===== config.mk =====
export PLATFORM = sky130hd
export DESIGN_NAME = sbr_unit
export DESIGN_NICKNAME = d
export VERILOG_FILES = /design/src/rtl/sbr_pkg.sv /design/src/rtl/sbr_shift_path.sv /design/src/rtl/sbr_bit_path.sv /design/src/rtl/sbr_out_reg.sv /design/src/rtl/sbr_unit.sv
export SDC_FILE = /design/constraint.sdc
export NUM_CORES = 1
export LEC_CHECK = 0
export BUFFER_PORTS_ARGS = -buffer_cell sky130_fd_sc_hd__buf_2
export CAP_MARGIN = 30
export CELL_PAD_IN_SITES_DETAIL_PLACEMENT = 1
export CELL_PAD_IN_SITES_GLOBAL_PLACEMENT = 1
export CORE_MARGIN = 4
export CORE_UTILIZATION = 40
export DETAILED_ROUTE_END_ITERATION = 16
export PLACE_DENSITY = 0.87
export SKIP_LAST_GASP = 1
export SLEW_MARGIN = 20
export SYNTH_ARGS = -nofsm -noshare
export SYNTH_HDL_FRONTEND = slang
export SYNTH_SLANG_ARGS = --single-unit

===== constraint.sdc =====
create_clock -name clk -period 3.8 [get_ports clk]
set_input_delay 0.19 -clock clk [delete_from_list [all_inputs] [get_ports clk]]
set_output_delay 0.19 -clock clk [all_outputs]
set_load 0.005 [all_outputs]

===== src/rtl/sbr_pkg.sv =====
// Shared operation codes and flag layout for the shift, rotate and bit unit.
// Assumes a 4-bit operation field; codes 11..15 are reserved.
package sbr_pkg;
    typedef enum logic [3:0] {
        OP_ROL_CIRC  = 4'd0,
        OP_ROR_CIRC  = 4'd1,
        OP_ROL_CARRY = 4'd2,
        OP_ROR_CARRY = 4'd3,
        OP_SHL_ARITH = 4'd4,
        OP_SHR_ARITH = 4'd5,
        OP_SHR_LOGIC = 4'd6,
        OP_NIB_SWAP  = 4'd7,
        OP_BIT_TEST  = 4'd8,
        OP_BIT_CLR   = 4'd9,
        OP_BIT_SET   = 4'd10
    } op_e;

    typedef struct packed {
        logic z;
        logic n;
        logic h;
        logic c;
    } flags_t;
endpackage


===== src/rtl/sbr_shift_path.sv =====
// Combinational rotate / shift / swap datapath.
// Produces the shifted byte and the carry-out for op codes 0..7.
// Assumes DW is even so the swap splits the word into equal halves.
module sbr_shift_path #(
    parameter int DW = 8
) (
    input  sbr_pkg::op_e    op,
    input  logic [DW-1:0]   din,
    input  logic            cin,
    output logic [DW-1:0]   dout,
    output logic            cout
);
    import sbr_pkg::*;
    localparam int HW = DW / 2;

    // Select the shifted word and the bit that falls out into carry.
    always_comb begin
        dout = din;
        cout = 1'b0;
        case (op)
            OP_ROL_CIRC:  begin dout = {din[DW-2:0], din[DW-1]}; cout = din[DW-1]; end
            OP_ROR_CIRC:  begin dout = {din[0], din[DW-1:1]};    cout = din[0];    end
            OP_ROL_CARRY: begin dout = {din[DW-2:0], cin};       cout = din[DW-1]; end
            OP_ROR_CARRY: begin dout = {cin, din[DW-1:1]};       cout = din[0];    end
            OP_SHL_ARITH: begin dout = {din[DW-2:0], 1'b0};      cout = din[DW-1]; end
            OP_SHR_ARITH: begin dout = {din[DW-1], din[DW-1:1]}; cout = din[0];    end
            OP_SHR_LOGIC: begin dout = {1'b0, din[DW-1:1]};      cout = din[0];    end
            OP_NIB_SWAP:  begin dout = {din[HW-1:0], din[DW-1:HW]}; cout = 1'b0;   end
            default:      begin dout = din; cout = 1'b0; end
        endcase
    end
endmodule


===== src/rtl/sbr_bit_path.sv =====
// Combinational single-bit datapath: decodes the index into a one-hot mask,
// reports the addressed bit and forms the cleared or set word.
// Assumes idx < DW (IW = clog2(DW) with DW a power of two).
module sbr_bit_path #(
    parameter int DW = 8,
    parameter int IW = $clog2(DW)
) (
    input  logic [IW-1:0]   idx,
    input  logic [DW-1:0]   din,
    input  logic            set_not_clr,
    output logic [DW-1:0]   dout,
    output logic            bit_val
);
    logic [DW-1:0] mask;

    // One decoder slice per bit position.
    for (genvar i = 0; i < DW; i++) begin : g_dec
        assign mask[i] = (idx == IW'(i));
    end

    // Read the addressed bit and build the modified word.
    always_comb begin
        bit_val = |(din & mask);
        dout    = set_not_clr ? (din | mask) : (din & ~mask);
    end
endmodule


===== src/rtl/sbr_out_reg.sv =====
// Output stage: a valid flop plus a load-enabled data register.
// Data loads only when 'load' is high, otherwise it holds; reset clears all.
module sbr_out_reg #(
    parameter int W = 13
) (
    input  logic         clk,
    input  logic         rst_n,
    input  logic         load,
    input  logic [W-1:0] d,
    output logic         vld,
    output logic [W-1:0] q
);
    // Track the valid strobe one cycle behind the request.
    always_ff @(posedge clk) begin
        if (!rst_n) vld <= 1'b0;
        else        vld <= load;
    end

    // Capture the payload on accepted cycles only.
    always_ff @(posedge clk) begin
        if (!rst_n)    q <= '0;
        else if (load) q <= d;
    end
endmodule


===== src/rtl/sbr_unit.sv =====
// Top of the prefixed shift / rotate / bit unit.
// Combines the shift and bit datapaths, applies the per-operation flag
// rules and registers result, write-enable and flags one clock after
// in_valid. Assumes the caller routes result back to the source register.
module sbr_unit #(
    parameter int DW = 8,
    parameter int IW = $clog2(DW)
) (
    input  logic          clk,
    input  logic          rst_n,
    input  logic          in_valid,
    input  logic [3:0]    op_sel,
    input  logic [IW-1:0] bit_idx,
    input  logic [DW-1:0] operand,
    input  logic [3:0]    flags_in,
    output logic          out_valid,
    output logic [DW-1:0] result,
    output logic          wr_en,
    output logic [3:0]    flags_out
);
    import sbr_pkg::*;
    localparam int PW = DW + 1 + 4;

    op_e           op;
    flags_t        fin;
    flags_t        fnext;
    logic [DW-1:0] sh_res;
    logic          sh_c;
    logic [DW-1:0] bt_res;
    logic          bt_val;
    logic [DW-1:0] nxt_res;
    logic          nxt_we;
    logic [PW-1:0] pay_q;

    assign op  = op_e'(op_sel);
    assign fin = flags_t'(flags_in);

    sbr_shift_path #(.DW(DW)) u_shift (
        .op   (op),
        .din  (operand),
        .cin  (fin.c),
        .dout (sh_res),
        .cout (sh_c)
    );

    sbr_bit_path #(.DW(DW), .IW(IW)) u_bit (
        .idx         (bit_idx),
        .din         (operand),
        .set_not_clr (op == OP_BIT_SET),
        .dout        (bt_res),
        .bit_val     (bt_val)
    );

    // Pick the result, write-enable and flag rule for this operation.
    always_comb begin
        nxt_res = operand;
        nxt_we  = 1'b0;
        fnext   = fin;
        case (op)
            OP_ROL_CIRC, OP_ROR_CIRC, OP_ROL_CARRY, OP_ROR_CARRY,
            OP_SHL_ARITH, OP_SHR_ARITH, OP_SHR_LOGIC, OP_NIB_SWAP: begin
                nxt_res = sh_res;
                nxt_we  = 1'b1;
                fnext   = '{z: (sh_res == '0), n: 1'b0, h: 1'b0, c: sh_c};
            end
            OP_BIT_TEST: begin
                fnext = '{z: ~bt_val, n: 1'b0, h: 1'b1, c: fin.c};
            end
            OP_BIT_CLR, OP_BIT_SET: begin
                nxt_res = bt_res;
                nxt_we  = 1'b1;
            end
            default: ;
        endcase
    end

    sbr_out_reg #(.W(PW)) u_oreg (
        .clk   (clk),
        .rst_n (rst_n),
        .load  (in_valid),
        .d     ({nxt_res, nxt_we, fnext}),
        .vld   (out_valid),
        .q     (pay_q)
    );

    assign result    = pay_q[PW-1 -: DW];
    assign wr_en     = pay_q[4];
    assign flags_out = pay_q[3:0];
endmodule


; Word-level counts from Yosys, hierarchy flattened
; Cells that the tools add are included.
[word_totals]
regBits = 14
in_bits = 22
output_inout_bits = 14
word_cells = 39
[classes]
eq_ne = 17
n_reduce_logical = 9
muxes = 6
bitwise = 5
[op_table]
columns = operator, count
row1 = $pmux W8 S8, 1
row2 = $and A8 B8 Y8, 2
row3 = $eq A4 B3 Y1 const B, 4
row4 = $pmux W8 S2, 1
row5 = $reduce_or A8 Y1, 2
row6 = $eq A3 B3 Y1 const B, 4
row7 = $eq A4 B4 Y1 const B, 3
row8 = $reduce_or A10 Y1, 1
row9 = $eq A4 B2 Y1 const B, 2
row10 = $logic_not A8 Y1, 1
row11 = $mux W8, 1
row12 = $not A8 Y8, 1
row13 = $or A8 B8 Y8, 1
row14 = $pmux W4 S2, 1
row15 = $eq A3 B2 Y1 const B, 2
row16 = $eq A4 B1 Y1 const B, 1
row17 = $logic_not A4 Y1, 1
row18 = $reduce_or A4 Y1, 1
row19 = $eq A3 B1 Y1 const B, 1
row20 = $logic_not A3 Y1, 1
row21 = $reduce_or A3 Y1, 1
row22 = $pmux W1 S2, 1
row23 = $reduce_or A2 Y1, 1
row24 = $mux W1, 1
row25 = $not A1 Y1, 1

; Longest topological paths before layout
[depth]
word_depth = 5
ltp_mapped = 8
ltp_nobuf = 5

; Cells and area by module
; From an unflattened synthesis, not the netlist that was laid out.
[unflattened]
cells_unflattened = 145
hier_area_um2 = 1355.0
[modules_own_cells]
columns = module, cells_per_inst, area_each_um2, instances, seq_area_each_um2
row1 = sbr_out_reg, 44, 534.3, 1, 280.3
row2 = sbr_shift_path, 44, 337.8, 1, 0.0
row3 = sbr_unit, 35, 247.7, 1, 0.0
row4 = sbr_bit_path, 22, 235.2, 1, 0.0

; Least setup slack after synthesis
; Ideal clock, no wire load.
[synth_timing]
path_type = input port to flip-flop
from = input bit_idx[1]
to = register u_oreg.q[3]
setup_ns = 0.096
path_slack_ns = 2.377
required_ns = 3.704
arrival_time_ns = 1.327
cell_stages = 6
cell_sequence = buf_2 > mux4_2 > mux2i_1 > nand2_1 > a31o_1 > o41ai_2
[synth_via]
elab_chain_len = 5
word_cells_on_any_way = 12
classes_between = eq/ne (7) / mux (1) / bitwise (2) / reduce/logical (2)
[synth_rtl]
columns = element, line
row1 = "start, declared", sbr_unit.sv:13  ; input logic [IW-1:0] bit_idx,
row2 = $eq A3 B1 Y1 (tied with other cells), sbr_bit_path.sv:18  ; assign mask[i] = (idx == IW'(i));
row3 = $and A8 B8 Y8 *, sbr_bit_path.sv:23  ; bit_val = |(din & mask);
row4 = $reduce_or A8 Y1 *, sbr_bit_path.sv:23
row5 = $not A1 Y1 *, sbr_unit.sv:67  ; fnext = '{z: ~bt_val, n: 1'b0, h: 1'b1, c: fin.c};
row6 = $pmux W4 S2 *, sbr_unit.sv:59  ; case (op)
row7 = "end signal, assigned", sbr_out_reg.sv:21  ; if (!rst_n) q <= '0;
row8 = "end signal, assigned", sbr_out_reg.sv:22  ; else if (load) q <= d;
row9 = "end, declared", sbr_out_reg.sv:11  ; output logic [W-1:0] q
; Mark *: on every way between the ends. The rest lies on a longest branch, timed or not.
; A chain may end at the register's enable or synchronous reset.

; Worst setup path after layout
[layout_timing]
from = input op_sel[0]
to = register u_oreg.q[5]
[layout_via]
elab_chain_len = 3
word_cells_on_any_way = 15
classes_between = eq/ne (9) / mux (3) / reduce/logical (3)
[layout_rtl]
columns = element, line
row1 = "start, declared", sbr_unit.sv:12  ; input logic [3:0] op_sel,
row2 = $eq A4 B3 Y1 (tied with other cells), "sbr_shift_path.sv:20, sbr_unit.sv:59"
row3 = $pmux W8 S8 (tied with other cells), sbr_shift_path.sv:20  ; case (op)
row4 = $pmux W8 S2 *, sbr_unit.sv:59
; Marked as above.

==> reports/results.txt <==
Tcrit/Tclk final - 0.427
nets - 216
CTS root buffer - clkbuf_4
DR vias - 1431
Max Root-Sink Buffers - 2
Crit Path Class - in -> reg
Post-CTS Hold Buffers - 0
Slew Viols, Final - 0
Worst Setup Start Kind - input pin
setup violators final - 0
total of max-cap violations - 0
CP Max Fanout - 31
RSZ-0062 raised after global routing - false
clock skew - 0 ns
Seq/Total Area, Yosys - 0.197
layout cells sized above 1 - 0.276
leading cell types in the layout, fill and taps excluded - 35 x buf_2, 16 x mux2i_1, 15 x nand2_1
GPL Wtd Cong - 0.921
residual DRC count - 0
Reg power frac - 0.417
DIE HEIGHT - 67.7 um
Post-CTS Setup Repair Bufs - 0
initial antenna violation count - 0
commonest non-fill, non-tap cell in the layout - buf_2
status - finished clean
CTS resizes - 0
Yosys warnings - 0
Gate power share - 0.377
power share of the clock group - 0.206
I/O pin count - 36
pwr dens - 248 mW/mm^2
critical path's slowest cell - buf_2
setup TNS - 0 ns
first-pass GRT wire length - 6810 um
Worst Hold Class - in -> reg
Clk pin slew, worst setup/hold paths - 0.08 ns
vias in the first global route - 1383
switching power - 133 uW
Final Util - 0.460
Detailed Routing Iterations Pass 1 - 4
CP cell instances - buf_2, xnor2_4, or3_4, o31ai_2, a21oi_1, o221a_1
vias per std cell - 6.01
Synth Flop Type - dfxtp_1
diode count - 0
Mapped Cells - 173
die area - 0.00458 mm^2
maximum vdd ir drop - 198 uV
CTS tree - yes
DRT Wirelength - 4070 um
count of final hold-check violations - 0
largest net degree at the start of global routing - 32
synthesized flop and latch total - 14
total gr overflow - 0
drt wl/cell - 17.1 um
Core ar. - 0.00339 mm^2
CP peak stage delay - 0.53 ns
All-Layer GR Usage - 0.193
Sw Share - 0.342
syn_nets - 195
post-synthesis cell type count - 56
Async SR Flop Fraction - 0
fin crit period - 1.62 ns
CTS Buf Count - 3
CP Data Required Time - 3.97 ns
HPWL Detailed - 3070 um
max frequency - 0.617 GHz
row count - 21
starting DRC count in detailed routing - 97
CP delay by family, top - buffers and inverters
Die W - 67.7 um
Post-synth EDFFs - 0
PortBufs - 35
Skew-Pair Late Insertion Delay - 0.27 ns
worst path arrival time - 1.79 ns
Clock Sinks - 14
Mapped Area - 0.00143 mm^2
worst path bufs/invs - 1
Tightest Pin Transition - 0.685 ns
Slew headroom - 0.543
LEAKAGE - 0.640 nW
Internal Power - 255 uW
synthesized area per cell - 8.24 um^2
Layout Area Growth over Synthesis - 9.48%
htree depth - 1
Worst Setup End Kind - flip-flop
Initial Util - 0.420
Post-DRT Antenna Nets - 0
[state kept, by name, summed over array words and instances, names as in the netlist]
| register | cells |
|---|---|
| u_oreg.q | 13 |
| u_oreg.vld | 1 |
[worst min-delay path, delay by kind of cell]
family,cells,cell delay (ns)
buffers and inverters,1,0.14
AOI/OAI and AO/OA,2,0.12
[stage by stage]
stage	area, um^2	instances	setup WS, ns	power, mW	hold WS (ns)
2_1_floorplan	1430	173	2.38	0.270	0.317
3_3_place_gp	1540	235	1.94	0.309	0.460
3_5_place_dp	1540	235	1.90	0.311	0.458
4_1_cts	1560	238	2.20	0.391	0.223
5_1_grt	1560	238	2.13	0.415	0.229
6_report	1560	238	2.18	0.388	0.224
[Yosys cell counts (2+ instances only)]
cell      instances  share of area
o211ai_1          4          0.021
a211oi_1          4          0.021
nand2b_1          5          0.022
inv_1             4          0.011
a21oi_1           8          0.028
o41ai_1           2          0.012
o21ai_1           3          0.011
mux2i_1          16           0.11
mux4_2            2          0.032
a211oi_2          2          0.018
nand2_1          15          0.040
a31oi_1           5          0.022
a41oi_1           2          0.012
nor2_1            9          0.024
o22ai_1           3          0.013
mux2_1            2          0.016
buf_6             5          0.040
o21bai_1          2          0.011
clkbuf_1          7          0.018
dfxtp_1          14           0.20
mux2_2            2          0.016
nor2b_1           3          0.013
nand4_1           2         0.0088
buf_2             5          0.018
o21ai_0           7          0.025
nand3_1           8          0.028
nor3_1            2         0.0070
nand3b_1          2          0.011
[power groups by stage]
stage               logic, mW  clock network (mW)  registers, mW
floorplan               0.104                   0          0.166
CTS                     0.146              0.0822          0.162
detailed placement      0.146                   0          0.165
global placement        0.144                   0          0.165
finish                  0.146              0.0797          0.162
global route            0.163              0.0888          0.163
[final timing paths]
| path | startpoint | end | slack [ns] | cells after the start |
|---|---|---|---|---|
| max reg2reg | u_oreg.q[3]$_SDFFE_PN0P_ | u_oreg.q[3]$_SDFFE_PN0P_ | 2.55 | 4 |
| min reg2reg | u_oreg.q[1]$_SDFFE_PN0P_ | u_oreg.q[1]$_SDFFE_PN0P_ | 0.47 | 2 |
| max | op_sel[0] | u_oreg.q[5]$_SDFFE_PN0P_ | 2.18 | 6 |
| min | rst_n | u_oreg.q[11]$_SDFFE_PN0P_ | 0.22 | 3 |
[cells by family (layout without fill, tap and decap cells)]
kind of cell              Yosys count  count (layout)  share of synthesized area
and+or+nand+nor                    59              59                      0.233
AOI/OAI and AO/OA                  52              52                      0.264
muxes                              23              23                      0.186
buffers and inverters              23              42                     0.0948
DFF                                14              14                      0.197
xor gates and xnor gates            2               2                     0.0255
[layer usage]
layer	track usage	up-vias	part of all wire
met4	0.0177	0	0.0029
met5	0	-	0
met3	0.0416	2	0.053
met2	0.326	39	0.50
met1	0.261	698	0.45
li1	-	692	-
[layout make-up]
cell class              instances  area (um^2)
fillers                       439         1830
multi-input cells             136         1010
flip-flops and latches         14          280
repair buffers                 35          175
well taps                      46         57.6
clock buffers                   3         22.5
inverters                       4         15.0
Power figures use the tool's default switching activity.
